===== src/rtl/sdr_mon_pkg.sv =====
// Shared types for the SDRAM command bus checker.
// Assumes: command set of a single-data-rate SDRAM with active-low strobes.
package sdr_mon_pkg;

    typedef enum logic [2:0] {
        CMD_NOP,
        CMD_MRS,
        CMD_REF,
        CMD_ACT,
        CMD_RD,
        CMD_WR,
        CMD_PRE,
        CMD_BST
    } sdr_cmd_e;

    // Lower value = higher reporting priority.
    typedef enum logic [3:0] {
        ERR_NONE       = 4'd0,
        ERR_MRS_LOCK   = 4'd1,
        ERR_BANKS_OPEN = 4'd2,
        ERR_ACT_OPEN   = 4'd3,
        ERR_T_RP       = 4'd4,
        ERR_T_RRD      = 4'd5,
        ERR_RW_IDLE    = 4'd6,
        ERR_AP_LOCK    = 4'd7,
        ERR_T_RCD      = 4'd8,
        ERR_T_RAS      = 4'd9
    } sdr_err_e;

endpackage


===== src/rtl/sdr_cmd_decode.sv =====
// Command decoder: turns the sampled control pins into one command per clock.
// Assumes: cke low at the previous edge suspends the clock, so the current
// command is discarded; cs_n high deselects the device (no-op).
module sdr_cmd_decode
    import sdr_mon_pkg::*;
(
    input  logic     clk,
    input  logic     rst_n,
    input  logic     cke,
    input  logic     cs_n,
    input  logic     ras_n,
    input  logic     cas_n,
    input  logic     we_n,
    output sdr_cmd_e cmd
);

    logic cke_q;

    // Remember clock enable from the previous edge.
    always_ff @(posedge clk) begin
        if (!rst_n) cke_q <= 1'b1;
        else        cke_q <= cke;
    end

    // Map the strobe pattern onto a command.
    always_comb begin
        if (!cke_q || cs_n) begin
            cmd = CMD_NOP;
        end else begin
            case ({ras_n, cas_n, we_n})
                3'b000:  cmd = CMD_MRS;
                3'b001:  cmd = CMD_REF;
                3'b011:  cmd = CMD_ACT;
                3'b101:  cmd = CMD_RD;
                3'b100:  cmd = CMD_WR;
                3'b010:  cmd = CMD_PRE;
                3'b110:  cmd = CMD_BST;
                default: cmd = CMD_NOP;
            endcase
        end
    end

endmodule


===== src/rtl/sdr_bank_track.sv =====
// One bank's tracker: open/closed state, auto-precharge lock and two
// saturating clock counters (since activate, since precharge).
// Assumes: the caller only issues go-pulses that are legal for this bank.
// Counter value at an edge equals the clocks elapsed since the event.
module sdr_bank_track #(
    parameter int TW = 4,
    parameter int AW = 10
) (
    input  logic          clk,
    input  logic          rst_n,
    input  logic          act_go,
    input  logic          pre_go,
    input  logic          rwap_go,
    input  logic [AW-1:0] burst_len,
    output logic          is_open,
    output logic          ap_busy,
    output logic [TW-1:0] since_act,
    output logic [TW-1:0] since_pre
);

    localparam logic [TW-1:0] SAT = '1;
    localparam logic [AW-1:0] ONE = AW'(1);

    logic [AW-1:0] ap_rem;
    logic          ap_done;

    assign ap_busy = (ap_rem != '0);
    assign ap_done = (rwap_go && burst_len == ONE) || (ap_rem == ONE);

    // Bank open state and auto-precharge countdown.
    always_ff @(posedge clk) begin
        if (!rst_n) begin
            is_open <= 1'b0;
            ap_rem  <= '0;
        end else begin
            if (act_go)                  is_open <= 1'b1;
            else if (pre_go || ap_done)  is_open <= 1'b0;
            if (rwap_go)                 ap_rem <= burst_len - ONE;
            else if (ap_rem != '0)       ap_rem <= ap_rem - ONE;
        end
    end

    // Elapsed-clock counters for spacing rules.
    always_ff @(posedge clk) begin
        if (!rst_n) begin
            since_act <= SAT;
            since_pre <= SAT;
        end else begin
            if (act_go)                 since_act <= TW'(1);
            else if (since_act != SAT)  since_act <= since_act + 1'b1;
            if (pre_go)                 since_pre <= TW'(1);
            else if (ap_done)           since_pre <= '0;
            else if (since_pre != SAT)  since_pre <= since_pre + 1'b1;
        end
    end

endmodule


===== src/rtl/sdr_cmd_monitor.sv =====
// Passive SDRAM command bus checker (top).
// Decodes one command per clock, judges it against per-bank state and
// clock-count spacing limits, and reports one violation code per clock
// (lowest code wins), a sticky flag and a saturating count.
// Assumes: all limits are in clocks; a flagged command has no effect on
// the tracked state; reports are registered (one clock after sampling).
module sdr_cmd_monitor
    import sdr_mon_pkg::*;
#(
    parameter int T_RCD       = 3,
    parameter int T_RP        = 3,
    parameter int T_RAS       = 6,
    parameter int T_RRD       = 2,
    parameter int T_MRD       = 2,
    parameter int BURST_LEN   = 4,
    parameter int PAGE_LEN    = 512,
    parameter bit BL_FROM_MRS = 1'b1,
    parameter int BA_W        = 2,
    parameter int COUNT_W     = 8
) (
    input  logic               clk,
    input  logic               rst_n,
    input  logic               cke,
    input  logic               cs_n,
    input  logic               ras_n,
    input  logic               cas_n,
    input  logic               we_n,
    input  logic [BA_W-1:0]    ba,
    input  logic               ap_flag,
    input  logic [2:0]         mode_key,
    output logic               err_flag,
    output logic               err_valid,
    output logic [3:0]         err_code,
    output logic [COUNT_W-1:0] err_count
);

    localparam int NB    = 1 << BA_W;
    localparam int TMAX1 = (T_RCD > T_RP) ? T_RCD : T_RP;
    localparam int TMAX2 = (T_RAS > T_RRD) ? T_RAS : T_RRD;
    localparam int TMAX3 = (TMAX1 > TMAX2) ? TMAX1 : TMAX2;
    localparam int TMAX  = (TMAX3 > T_MRD) ? TMAX3 : T_MRD;
    localparam int TW    = $clog2(TMAX + 1) + 1;
    localparam int AW    = $clog2(PAGE_LEN + 1);

    localparam logic [TW-1:0] SAT     = '1;
    localparam logic [TW-1:0] RCD_LIM = TW'(T_RCD);
    localparam logic [TW-1:0] RP_LIM  = TW'(T_RP);
    localparam logic [TW-1:0] RAS_LIM = TW'(T_RAS);
    localparam logic [TW-1:0] RRD_LIM = TW'(T_RRD);
    localparam logic [TW-1:0] MRD_LIM = TW'(T_MRD);

    sdr_cmd_e        cmd;
    sdr_err_e        viol;
    logic            is_col, legal;
    logic [NB-1:0]   bank_open, bank_busy, ras_short;
    logic [NB-1:0]   act_go, pre_go, rwap_go;
    logic [TW-1:0]   since_act [NB];
    logic [TW-1:0]   since_pre [NB];
    logic [TW-1:0]   since_mrs, since_any_act;
    logic [BA_W-1:0] last_act_bank;
    logic [AW-1:0]   burst_len, bl_next;

    sdr_cmd_decode u_decode (
        .clk   (clk),
        .rst_n (rst_n),
        .cke   (cke),
        .cs_n  (cs_n),
        .ras_n (ras_n),
        .cas_n (cas_n),
        .we_n  (we_n),
        .cmd   (cmd)
    );

    assign is_col = (cmd == CMD_RD) || (cmd == CMD_WR);
    assign legal  = (viol == ERR_NONE) && (cmd != CMD_NOP);

    // One tracker per bank, plus its go-pulses and row-time check.
    for (genvar g = 0; g < NB; g++) begin : g_bank
        assign act_go[g]  = legal && cmd == CMD_ACT && ba == BA_W'(g);
        assign pre_go[g]  = legal && cmd == CMD_PRE && (ap_flag || ba == BA_W'(g))
                            && bank_open[g] && !bank_busy[g];
        assign rwap_go[g] = legal && is_col && ap_flag && ba == BA_W'(g);
        assign ras_short[g] = bank_open[g] && !bank_busy[g] && (since_act[g] < RAS_LIM);

        sdr_bank_track #(.TW(TW), .AW(AW)) u_bank (
            .clk       (clk),
            .rst_n     (rst_n),
            .act_go    (act_go[g]),
            .pre_go    (pre_go[g]),
            .rwap_go   (rwap_go[g]),
            .burst_len (burst_len),
            .is_open   (bank_open[g]),
            .ap_busy   (bank_busy[g]),
            .since_act (since_act[g]),
            .since_pre (since_pre[g])
        );
    end

    // Judge the current command; the first broken rule sets the code.
    always_comb begin
        viol = ERR_NONE;
        if (cmd != CMD_NOP && since_mrs < MRD_LIM)
            viol = ERR_MRS_LOCK;
        else if ((cmd == CMD_MRS || cmd == CMD_REF) && |bank_open)
            viol = ERR_BANKS_OPEN;
        else if (cmd == CMD_ACT && bank_open[ba])
            viol = ERR_ACT_OPEN;
        else if (cmd == CMD_ACT && since_pre[ba] < RP_LIM)
            viol = ERR_T_RP;
        else if (cmd == CMD_ACT && since_any_act < RRD_LIM && last_act_bank != ba)
            viol = ERR_T_RRD;
        else if (is_col && !bank_open[ba])
            viol = ERR_RW_IDLE;
        else if (is_col && bank_busy[ba])
            viol = ERR_AP_LOCK;
        else if (is_col && since_act[ba] < RCD_LIM)
            viol = ERR_T_RCD;
        else if (cmd == CMD_PRE && (ap_flag ? |ras_short : ras_short[ba]))
            viol = ERR_T_RAS;
    end

    // Burst length carried by a mode set.
    always_comb begin
        bl_next = burst_len;
        case (mode_key)
            3'd0:    bl_next = AW'(1);
            3'd1:    bl_next = AW'(2);
            3'd2:    bl_next = AW'(4);
            3'd3:    bl_next = AW'(8);
            3'd7:    bl_next = AW'(PAGE_LEN);
            default: bl_next = burst_len;
        endcase
    end

    // Bus-wide timers, last activated bank and burst length.
    always_ff @(posedge clk) begin
        if (!rst_n) begin
            since_mrs     <= SAT;
            since_any_act <= SAT;
            last_act_bank <= '0;
            burst_len     <= AW'(BURST_LEN);
        end else begin
            if (legal && cmd == CMD_MRS)  since_mrs <= TW'(1);
            else if (since_mrs != SAT)    since_mrs <= since_mrs + 1'b1;
            if (legal && cmd == CMD_ACT) begin
                since_any_act <= TW'(1);
                last_act_bank <= ba;
            end else if (since_any_act != SAT) begin
                since_any_act <= since_any_act + 1'b1;
            end
            if (BL_FROM_MRS && legal && cmd == CMD_MRS) burst_len <= bl_next;
        end
    end

    // Registered violation report, sticky flag and counter.
    always_ff @(posedge clk) begin
        if (!rst_n) begin
            err_valid <= 1'b0;
            err_code  <= 4'd0;
            err_flag  <= 1'b0;
            err_count <= '0;
        end else begin
            err_valid <= (viol != ERR_NONE);
            err_code  <= viol;
            if (viol != ERR_NONE) begin
                err_flag <= 1'b1;
                if (err_count != '1) err_count <= err_count + 1'b1;
            end
        end
    end

endmodule


===== config.mk =====
export PLATFORM = sky130hd
export DESIGN_NAME = sdr_cmd_monitor
export DESIGN_NICKNAME = d
export VERILOG_FILES = /design/src/rtl/sdr_mon_pkg.sv /design/src/rtl/sdr_cmd_decode.sv /design/src/rtl/sdr_bank_track.sv /design/src/rtl/sdr_cmd_monitor.sv
export SDC_FILE = /design/constraint.sdc
export NUM_CORES = 1
export LEC_CHECK = 0
export BUFFER_PORTS_ARGS = -buffer_cell sky130_fd_sc_hd__buf_4
export CAP_MARGIN = 40
export CORE_ASPECT_RATIO = 0.75
export CORE_MARGIN = 2
export CORE_UTILIZATION = 40
export DETAILED_ROUTE_END_ITERATION = 8
export PLACE_DENSITY = 0.57
export SLEW_MARGIN = 0
export SYNTH_ARGS = -nofsm -noshare
export SYNTH_HDL_FRONTEND = slang
export SYNTH_SLANG_ARGS = --single-unit
export TNS_END_PERCENT = 1

===== constraint.sdc =====
create_clock -name clk -period 5.6 [get_ports clk]
set_clock_uncertainty 0.15 [all_clocks]
set_input_delay 0.28 -clock clk [delete_from_list [all_inputs] [get_ports clk]]
set_output_delay 0.28 -clock clk [all_outputs]
set_load 0.05 [all_outputs]

==> run summary <==
Status = finished, final reports clean
Layout cells sized above 1 = 8.437%
Largest net degree at the start of global routing = 65
Clk slew on worst S/H paths = 0.07 ns
Synthesis Warnings = 0
Routed len/inst = 16.78 um
Mapped Area = 6138 um2
Synthesis-stage register bit count = 106
Combinational Power Share = 44.4%
Final ANT Viol Nets = 0
Pre-antenna DRT Iters = 6
Final Setup Violations = 0
Net count, final = 759
GPL Wtd Cong = 0.8840
Placement Cell Area = 6462 um2
Ys async rst share = 0%
H-tree depth = 3
Clock Latency Late Sink = 0.35 ns
Worst min-delay path class = input port to flop
Least-Margin Pin Slew = 0.9241 ns
Final Hold Viols = 0
Sequential Power Share = 37.4%
Synth Area in XOR/XNOR = 4.994%
EDFF count, synth = 0
Startpoint types = flop
Total die area = 16360 um2
Post-synthesis adder-cell area fraction = 5.300%
Worst path required time = 5.67 ns
Die Span X = 147.0 um
CP peak stage delay = 0.58 ns
Initial DRC Count = 390
Endpoint class of the critical path = flop
Clk pwr share = 18.2%
Initial Util = 40.58%
Syn Inst Count = 715
Deepest clock path buffer count = 2
Worst-path fanout max = 33
Post-route setup TNS = 0 ns
Switching power = 1311 uW
Netlist cell types = 69
Vias in the first global route = 5053
Area Growth Syn to Fin = 9.784%
Worst setup path category = flop to flop
Compound-Gate Fraction of Synth Area = 20.32%
MaxCap Viol Count = 0
Highest-count cells in the layout ignoring fill and taps = 106 x dfxtp_1, 58 x nand2_1, 47 x nor2_1
TritonCTS clock tree = done
Post-layout instance area = 6739 um2
Io pins = 27
Minimum clock period = 3.854 ns
Overflow after GRT = 0
Largest family of logic cells by synthesized area = simple AND/OR/NAND/NOR gates
Root Driver = clkbuf_16
Vias = 5333
Dpl hpwl = 11330 um
Core area = 15130 um2
Initial antenna violation count = 0
Number of port buffers = 26
GR Util All Layers = 19.46%
CTS Sinks = 106
Period Utilization, post-route = 68.83%
DRC viols = 0
CTS hold repair buffers = 1
Max-slew headroom = 36.80%
Mean area per synthesized cell = 8.585 um2
CP delay by family, top = simple AND/OR/NAND/NOR gates
CTS buffer count = 9
Worst VDD drop = 0.0002242 V
Pleak = 0.002649 uW
Slew Viols, Final = 0
Mapped Nets = 754
Core Rows = 39
First-pass GRT wire length = 25770 um
PostCTS Resize Cnt = 0
Mux cell area share after synthesis = 4.729%
Worst path buffer plus inverter count = 1
Sequential-to-total area share from yosys stat = 34.57%
Post-synthesis simple-gate area fraction = 26.64%
RSZ-0062 raised after global routing = no
Sw frac = 39.82%
Pint = 1980 uW
CP Cell Sequence = inv_1 -> ha_1 -> nor4b_1 -> and3_1 -> and4b_1 -> mux4_2 -> o211ai_4 -> nand4_4 -> o311ai_1 -> o21ai_0
Data arrival, critical path = 3.93 ns
Post-CTS setup buffer count = 0
Die Ht = 111.3 um
Vias per cell = 5.747
CP max-delay cell = o311ai_1
Top_reg_cell synth = dfxtp_1
Commonest non-fill, non-tap cell in the layout = dfxtp_1
F_max = 259.4 MHz
Routed wire length = 15570 um
ANT cells = 0
Pwr/cell area = 488.3 nW/um2
[routing by layer]
metal,global-route usage [%],up-vias,wire length [um]
met2,29.41,129,6667
met3,4.486,12,888
met4,4.551,0,134
li1,-,2661,-
met1,28.11,2531,7880
met5,0,-,0
[cell type report]
type / instances / area (um2)
Fill cell: 1491 / 8388
Multi-Input combinational cell: 559 / 3805
Timing Repair Buffer: 29 / 232.7
Clock buffer: 9 / 225.2
Clock inverter: 5 / 41.29
Inverter: 15 / 56.30
Tap cell: 205 / 256.5
Sequential cell: 106 / 2122
[cell usage after synthesis, drive strengths merged, types with 3 or more instances]
master / count / share of area [%]
clkbuf: 25 / 1.5
or4: 4 / 0.49
dfxtp: 106 / 35
nand3: 47 / 4.0
and4b: 3 / 0.49
nor3b: 8 / 0.98
a21oi: 11 / 0.96
o31a: 9 / 1.3
o211ai: 12 / 1.7
mux2i: 20 / 3.3
nand2: 58 / 3.5
nand2b: 15 / 1.5
o2111ai: 3 / 0.43
inv: 15 / 0.92
nor2: 47 / 2.9
nor2b: 5 / 0.51
nand3b: 18 / 2.2
o32a: 4 / 0.65
o21ai: 35 / 2.9
nor4b: 3 / 0.43
nand4: 5 / 0.75
and2: 3 / 0.31
o31ai: 8 / 0.98
a211oi: 5 / 0.61
nor4bb: 3 / 0.49
o41ai: 3 / 0.55
or2: 3 / 0.31
or3: 5 / 0.51
nor3: 38 / 3.2
o21a: 29 / 3.5
o211a: 3 / 0.49
xnor2: 24 / 3.4
ha: 26 / 5.3
mux2: 4 / 0.73
nor4: 14 / 1.5
a211o: 3 / 0.43
a2111oi: 4 / 0.57
and3: 17 / 1.7
xor2: 11 / 1.6
a31oi: 11 / 1.1
a21boi: 16 / 2.0
buf: 10 / 1.0
[power groups by stage]
| stage | Combinational (uW) | Clock (uW) | Sequential, uW |
|---|---|---|---|
| after global routing | 1650 | 644 | 1270 |
| after detailed placement | 1460 | 0 | 1240 |
| final | 1460 | 599 | 1230 |
| after floorplan | 1210 | 0 | 1190 |
| after global placement | 1410 | 0 | 1230 |
| after CTS | 1470 | 618 | 1220 |
[worst paths after layout]
check / startpoint / to / slack [ns] / cells after the start
worst max-delay path: g_bank[3].u_bank.ap_rem[0] / g_bank[0].u_bank.since_pre[3] / 1.75 / 10
worst min-delay path: mode_key[2] / burst_len[9] / 0.13 / 2
worst max register to register: g_bank[3].u_bank.ap_rem[0] / g_bank[0].u_bank.since_pre[3] / 1.75 / 10
worst min register to register: err_flag / err_flag / 0.33 / 1
[metrics by stage]
step	worst slack (ns)	cells	total power [uW]	utilization, %	hold WS, ns
floorplan	2.727	715	2400	-	0.2315
global placement	1.987	912	2633	42.59	0.3096
detailed placement	1.802	913	2697	42.72	0.3182
CTS	1.796	928	3310	44.55	0.1135
global route	1.408	928	3565	44.55	0.1269
finish	1.746	928	3291	44.55	0.1260
[cell families after synthesis]
| group | after synthesis |
|---|---|
| AND/OR/NAND/NOR | 301 |
| flip-flops | 106 |
| AO/OA/AOI/OAI | 171 |
| XOR/XNOR | 35 |
| buffers and inverters | 50 |
| multiplexers | 26 |
| adder cells (fa/ha/maj) | 26 |
[sequential cells by signal (all words and copies together) (netlist names), 4 cells and up]
signal and flops:
g_bank.u_bank.since_pre 16, since_any_act 4, err_count 8, burst_len 5
err_code 4, g_bank.u_bank.since_act 16, since_mrs 4, g_bank.u_bank.is_open 4
g_bank.u_bank.ap_rem 40
(Power assumes the default switching activity.)
